## src/rtl/snz_pkg.sv

```systemverilog
package snz_pkg;

  typedef enum logic [1:0] {
    ST_AWAKE  = 2'd0,
    ST_ENTER  = 2'd1,
    ST_ASLEEP = 2'd2,
    ST_EXIT   = 2'd3
  } snz_state_e;

  // true on the awake side of the state space (inputs pass through)
  function automatic logic snz_is_awake(snz_state_e s);
    return (s == ST_AWAKE) || (s == ST_ENTER);
  endfunction

  // total edges from first sample to the switch of the snooze flag
  function automatic int snz_latency(int sync_stages, int dwell);
    return sync_stages + dwell;
  endfunction

  function automatic snz_state_e snz_next(snz_state_e s, logic req,
                                          logic ent_done, logic ex_done);
    snz_state_e n;
    n = s;
    case (s)
      ST_AWAKE:  if (req)  n = ent_done ? ST_ASLEEP : ST_ENTER;
      ST_ENTER:  if (!req) n = ST_AWAKE;
                 else if (ent_done) n = ST_ASLEEP;
      ST_ASLEEP: if (!req) n = ex_done ? ST_AWAKE : ST_EXIT;
      ST_EXIT:   if (req)  n = ST_ASLEEP;
                 else if (ex_done) n = ST_AWAKE;
      default:   n = ST_AWAKE;
    endcase
    return n;
  endfunction

endpackage

```

## src/rtl/snz_sync.sv

```systemverilog
module snz_sync #(
  parameter int STAGES = 2
) (
  input  logic clk,
  input  logic rst_n,
  input  logic d,
  output logic q
);
  logic [STAGES-1:0] chain;

  generate
    for (genvar i = 0; i < STAGES; i++) begin : g_stage
      always_ff @(posedge clk or negedge rst_n) begin
        if (!rst_n) chain[i] <= 1'b0;
        else if (i == 0) chain[i] <= d;
        else chain[i] <= chain[(i == 0) ? 0 : i-1];
      end
    end
  endgenerate

  assign q = chain[STAGES-1];
endmodule

```

## src/rtl/snz_dwell_ctr.sv

```systemverilog
module snz_dwell_ctr #(
  parameter int LIMIT = 2
) (
  input  logic clk,
  input  logic rst_n,
  input  logic run,
  output logic done
);
  localparam int CW = (LIMIT > 1) ? $clog2(LIMIT) : 1;
  localparam logic [CW-1:0] LAST = CW'(LIMIT - 1);

  logic [CW-1:0] cnt;

  assign done = run && (cnt == LAST);

  always_ff @(posedge clk or negedge rst_n) begin
    if (!rst_n)            cnt <= '0;
    else if (!run || done) cnt <= '0;
    else                   cnt <= cnt + 1'b1;
  end
endmodule

```

## src/rtl/snz_gate.sv

```systemverilog
module snz_gate #(
  parameter int             CTL_W      = 10,
  parameter logic [CTL_W-1:0] IDLE_VALUE = '1
) (
  input  logic             pass,
  input  logic [CTL_W-1:0] d,
  output logic [CTL_W-1:0] q
);
  generate
    for (genvar i = 0; i < CTL_W; i++) begin : g_bit
      assign q[i] = pass ? d[i] : IDLE_VALUE[i];
    end
  endgenerate
endmodule

```

## src/rtl/snooze_gate_ctrl.sv

```systemverilog
module snooze_gate_ctrl
  import snz_pkg::*;
#(
  parameter int               CTL_W       = 10,
  parameter int               SYNC_STAGES = 2,
  parameter int               ENTER_CYC   = 2,
  parameter int               EXIT_CYC    = 2,
  parameter logic [CTL_W-1:0] IDLE_VALUE  = '1
) (
  input  logic             clk,
  input  logic             rst_n,
  input  logic             sleep_req,
  input  logic [CTL_W-1:0] ctl_in,
  output logic [CTL_W-1:0] ctl_out,
  output logic             snooze,
  output logic             out_disable
);
  // named internal events, used by the bound checker
  logic       req_sync;
  logic       enter_run, exit_run;
  logic       enter_done, exit_done;
  snz_state_e state, state_nxt;
  logic       awake_side;

  snz_sync #(.STAGES(SYNC_STAGES)) u_sync (
    .clk(clk), .rst_n(rst_n), .d(sleep_req), .q(req_sync)
  );

  assign awake_side = snz_is_awake(state);
  assign enter_run  = awake_side && req_sync;
  assign exit_run   = !awake_side && !req_sync;

  snz_dwell_ctr #(.LIMIT(ENTER_CYC)) u_enter_ctr (
    .clk(clk), .rst_n(rst_n), .run(enter_run), .done(enter_done)
  );

  snz_dwell_ctr #(.LIMIT(EXIT_CYC)) u_exit_ctr (
    .clk(clk), .rst_n(rst_n), .run(exit_run), .done(exit_done)
  );

  assign state_nxt = snz_next(state, req_sync, enter_done, exit_done);

  always_ff @(posedge clk or negedge rst_n) begin
    if (!rst_n) state <= ST_AWAKE;
    else        state <= state_nxt;
  end

  assign snooze      = !awake_side;
  assign out_disable = !awake_side;

  snz_gate #(.CTL_W(CTL_W), .IDLE_VALUE(IDLE_VALUE)) u_gate (
    .pass(awake_side), .d(ctl_in), .q(ctl_out)
  );
endmodule

```

## config.mk

```make
export PLATFORM = sky130hd
export DESIGN_NAME = snooze_gate_ctrl
export DESIGN_NICKNAME = d
export VERILOG_FILES = /design/src/rtl/snz_pkg.sv /design/src/rtl/snz_sync.sv /design/src/rtl/snz_dwell_ctr.sv /design/src/rtl/snz_gate.sv /design/src/rtl/snooze_gate_ctrl.sv
export SDC_FILE = /design/constraint.sdc
export NUM_CORES = 1
export LEC_CHECK = 0
export BUFFER_PORTS_ARGS = -buffer_cell sky130_fd_sc_hd__buf_4
export CAP_MARGIN = 30
export CORE_AREA = 2 2 39 41
export DETAILED_ROUTE_END_ITERATION = 10
export DIE_AREA = 0 0 41 43
export SYNTH_ARGS = -nofsm -noshare
export SYNTH_HDL_FRONTEND = slang
export SYNTH_HIERARCHICAL = 1
export SYNTH_SLANG_ARGS = --single-unit
```

## constraint.sdc

```tcl
create_clock -name clk -period 1.23 [get_ports clk]
set_input_delay 0.246 -clock clk [delete_from_list [all_inputs] [get_ports clk]]
set_output_delay 0.246 -clock clk [all_outputs]
set_load 0.03 [all_outputs]
```

==> metrics.csv, run 1 <==
metric,value,unit
CTS tree,built,
die width,41,microns
Bufs and invs on worst path,2,
register bit total from synthesis,5,
post-synth top area share,0.476,
Fmax,0.829,GHz
worst slew pin tran,0.124,ns
"Seq/Total Area, Yosys",0.476,
Clock Tree Buf Depth,2,
cells along the critical path,inv_4 -> nand2b_1 -> buf_6,
register area,125,sq um
max_cap viols,0,
number of port buffers,24,
vias in the first global route,242,
cell area power density,2210,nW/um^2
Worst Path Arrival,0.96,ns
fin cells,71,
area grow syn2layout,104,%
share of cells above drive strength 1,0.600,
Multi-input gate area,119,sq um
worst r2r dst,state[1]$_DFFE_PN0P_,
CP Capture Type,primary output,
fin nets,69,
Hold Path Stages,1,
Final Max Tran Viols,0,
first-pass GRT wire length,848,microns
Worst Hold End,u_sync/chain[0]$_DFF_PN0_,
WL/cell,8.23,microns
Via density,3.83,
slew margin rel.,0.918,
hold_sp,sleep_req,
1st-iter DRT viols,1,
startpoint types,register,
Hold WC Path Type,in -> reg,
DRC,0,
Starting Density,0.190,
gr ovfl total,0,
crit path max fanout,10,
initial antenna violation count,0,
Final Routed Wirelength,584,microns
Vias,272,
Root Driver,clkbuf_4,
Peak VDD IR,0.000612,V
Synth area leader,dfrtp_1,
placed insts,66,
die height,43,microns
gpl congestion,0.654,
Syn Nets,40,
Cell Rows,14,
CP max stage cell,dfrtp_1,
total clock sinks,5,
Clock H-tree levels,1,
Leak Pwr,0.274,nW
"top cells by area, synth","dfrtp_1, nand2b_1, and2b_2, and2_2, a21oi_1",
WP data required,0.98,ns
period utilisation layout,0.981,
core area,1380,sq um
FF-to-FF Start,state[1]$_DFFE_PN0P_,
Synth Cell Area,263,sq um
DRT Pass-1 Iters,4,
Syn Area/Cell,9.73,sq um
worst reg2reg setup slack,0.14,ns
critical path class,reg -> out,
"CP delay by family, top",flip-flops,
Cell variety after synth,10,
Global Route Usage Sum,0.0748,
Fillers,151,
RSZ-0062 raised after global routing,yes,
Die ar.,1760,sq um
Final Hold Vio Count,0,
Clock Latency Late Sink,0.24,ns
antenna-violating nets left,0,
crit-path max cell delay,0.40,ns
# IOs,25,
# Post-CTS Setup Buffers,0,
Total Power,1.18,mW
Mapped Cells,27,
YS warnings,6,
"most common cell after layout, fill and taps aside",buf_4,
largest net degree at the start of global routing,11,
Tmin final,1.21,ns
outcome,"complete, no violations",
Final setup viols,0,
ant diodes,0,
TritonCTS Buffers,3,
clk slew on worst S/H paths,0.04,ns
R2R cell count,4,
Fin Clk Skew,0.00119,ns
"commonest cells after routing, fill and taps aside","buf_4, buf_6, nand2b_1, dfrtp_1, clkbuf_4",
==> power breakdown <==
part / switching [mW] / total (mW) / internal, mW
Sequential: 0.0240 / 0.229 / 0.205
Combinational: 0.436 / 0.769 / 0.333
Clock: 0.0640 / 0.186 / 0.122
Total: 0.524 / 1.18 / 0.660
==> synthesized netlist by cell type <==
cell       n
a21oi_1    2
and2_2     2
and2b_1    1
and2b_2    2
buf_4      1
clkbuf_1   1
dfrtp_1    5
inv_1      2
nand2b_1  10
nor2b_1    1
==> through the flow <==
stage / TNS, ns / setup slack (ns) / area (sq um) / hold WS [ns] / util
after floorplan: 0 / 0.0576 / 263 / -0.0496 / -
after global placement: 0 / 0.140 / 459 / 0.0500 / 0.332
after detailed placement: 0 / 0.126 / 459 / 0.0514 / 0.332
after CTS: 0 / 0.00112 / 536 / 0.103 / 0.387
after global routing: -0.325 / -0.0387 / 536 / 0.0996 / 0.387
final: 0 / 0.0238 / 536 / 0.115 / 0.387
==> sequential cells by signal (all words and copies together), names as in the netlist <==
| register | flops |
|---|---|
| state | 1 |
| u_enter_ctr/cnt | 1 |
| u_exit_ctr/cnt | 1 |
| u_sync/chain | 1 |
| u_sync/q | 1 |
==> cell families (layout without fill, tap and decap cells) <==
group	count (synthesis)	in the layout	synth area share
flip-flops	5	5	0.476
AND/OR/NAND/NOR	16	16	0.414
buffers and inverters	4	32	0.0714
AO/OA/AOI/OAI	2	2	0.0381
==> routing by layer <==
metal  GRT usage  wire length (microns)  vias up
li1            -                      -      135
met1      0.0757                    200      120
met2       0.113                    295       17
met3      0.0314                     88        0
met4      0.0600                      0        0
met5           0                      0        -
==> layout make-up <==
class	count	area share
inverter	2	0.0187
multi-input combinational	18	0.222
tap	16	0.0374
timing repair buffer	26	0.439
clock buffer	4	0.0491
sequential	5	0.234
==> timing repair <==
| item | CTS | global route |
|---|---|---|
| hold buffers | 1 | 0 |
| pin swaps | 0 | 0 |
| endpoints found under the setup margin | 10 | 12 |
| resized for setup | 12 | 0 |
| hold endpoints to repair | 5 | 0 |
==> worst max path at each step <==
| stage | endpoint | cells after the start | start |
|---|---|---|---|
| 2_1_floorplan | snooze | 2 | state[1]$_DFFE_PN0P_ |
| 3_3_place_gp | ctl_out[4] | 3 | state[1]$_DFFE_PN0P_ |
| 3_5_place_dp | ctl_out[6] | 3 | state[1]$_DFFE_PN0P_ |
| 4_1_cts | ctl_out[6] | 3 | state[1]$_DFFE_PN0P_ |
| 5_1_grt | ctl_out[0] | 3 | state[1]$_DFFE_PN0P_ |
| 6_report | ctl_out[3] | 3 | state[1]$_DFFE_PN0P_ |
No activity file was read; power rests on OpenSTA's default activity.
==> run 2, diff against run 1 <==
ABC_CLOCK_PERIOD_IN_PS = 1230   (was default)
RECOVER_POWER = 100   (was default)
==> metrics.csv, run 2 (synthesis gave the netlist of run 1 again) <==
metric,value,unit
Tmin final,1.21,ns
CP max stage cell,dfrtp_1,
initial antenna violation count,0,
1st-iter DRT viols,1,
startpoint types,register,
WP data required,0.98,ns
worst slew pin tran,0.273,ns
vias in the first global route,242,
setup TNS,0,ns
cells along the critical path,inv_4 -> nand2b_1 -> buf_6,
Cell Rows,14,
Clock H-tree levels,1,
Starting Density,0.190,
Fin Clk Skew,0.00171,ns
Peak VDD IR,0.000610,V
Fmax,0.829,GHz
"Cell Area, Placed",459,sq um
gpl congestion,0.654,
"most common cell after layout, fill and taps aside",buf_4,
Leak Pwr,0.270,nW
ant diodes,0,
# IOs,25,
Die ar.,1760,sq um
clk slew on worst S/H paths,0.04,ns
fin util,0.384,
Global Route Usage Sum,0.0748,
"commonest cells after routing, fill and taps aside","buf_4, buf_6, nand2b_1, dfrtp_1, clkbuf_4",
final worst slack,0.0242,ns
Worst Path Arrival,0.96,ns
Final setup viols,0,
core area,1380,sq um
RSZ-0062 raised after global routing,yes,
period utilisation layout,0.980,
DRT Pass-1 Iters,4,
fin nets,69,
Total Power,1.18,mW
Clock Latency Late Sink,0.24,ns
Vias,272,
die height,43,microns
Via density,3.83,
CP Capture Type,primary output,
FF-to-FF Start,state[1]$_DFFE_PN0P_,
Root Driver,clkbuf_4,
Worst Setup SP,state[1]$_DFFE_PN0P_,
hold_sp,sleep_req,
slew margin rel.,0.818,
Final Hold Vio Count,0,
crit-path max cell delay,0.40,ns
TritonCTS Buffers,3,
WL/cell,8.23,microns
largest net degree at the start of global routing,11,
first-pass GRT wire length,848,microns
max_cap viols,0,
crit path max fanout,10,
placed insts,66,
Final Hold Slack,0.138,ns
# Post-CTS Setup Buffers,0,
share of cells above drive strength 1,0.582,
Fillers,153,
Final Routed Wirelength,584,microns
die width,41,microns
antenna-violating nets left,0,
outcome,"complete, no violations",
fin cells,71,
total clock sinks,5,
Clock Tree Buf Depth,2,
"Design Area, Final",532,sq um
DRC,0,
number of port buffers,24,
Final Max Tran Viols,0,
area grow syn2layout,102,%
cell area power density,2220,nW/um^2
dpl ws,0.126,ns
gr ovfl total,0,
critical path class,reg -> out,
Hold WC Path Type,in -> reg,
CTS tree,built,
-- run 2: cell count changes in the layout (fill, tap and decap cells not counted) --
| cell | change |
|---|---|
| clkbuf_1 | +1 |
| buf_4 | -2 |
| clkbuf_4 | +1 |
-- run 2: metal layers --
| metal | routed length (microns) | track usage | part of all wire |
|---|---|---|---|
| met5 | 0 | 0 | 0 |
| met2 | 292 | 0.113 | 0.50 |
| met1 | 198 | 0.0757 | 0.34 |
| met4 | 0 | 0.0600 | 0 |
| met3 | 92 | 0.0314 | 0.16 |
-- run 2: path summary, 6_finish.rpt --
path | end | slack, ns | cells after the start
max in group asynchronous | u_enter_ctr/cnt$_DFF_PN0_ | 0.62 | 2
worst max register to register | state[1]$_DFFE_PN0P_ | 0.14 | 4
worst min register to register | u_sync/q$_DFF_PN0_ | 0.35 | 0
worst min-delay path | u_sync/chain[0]$_DFF_PN0_ | 0.14 | 1
worst max-delay path | ctl_out[3] | 0.02 | 3
min in group asynchronous | state[1]$_DFFE_PN0P_ | 0.39 | 2
-- run 2: where the power goes --
part / internal, mW / switching, mW / leakage (nW)
Sequential: 0.205 / 0.0240 / 0.0613
Clock: 0.122 / 0.0628 / 0.0150
Combinational: 0.331 / 0.436 / 0.194
-- run 2: cell type report --
class                      instances  area [sq um]  area share
clock buffer                       4          26.3      0.0494
inverter                           2          10.0      0.0188
multi-input combinational         18           119       0.224
sequential                         5           125       0.235
tap                               16          20.0      0.0376
timing repair buffer              26           231       0.435
-- run 2: what timing repair did --
| item | CTS | global route |
|---|---|---|
| hold endpoints to repair | 5 | 0 |
| endpoints found under the setup margin | 10 | 12 |
| hold buffers | 1 | 0 |
| resized for setup | 12 | 0 |
| cloned | 0 | 0 |
-- run 2: worst max-delay path, delay by kind of cell, from the launching register on --
family / cells / cell delay (ns)
buf+inv: 2 / 0.25
simple gates: 1 / 0.08
flops: 1 / 0.40
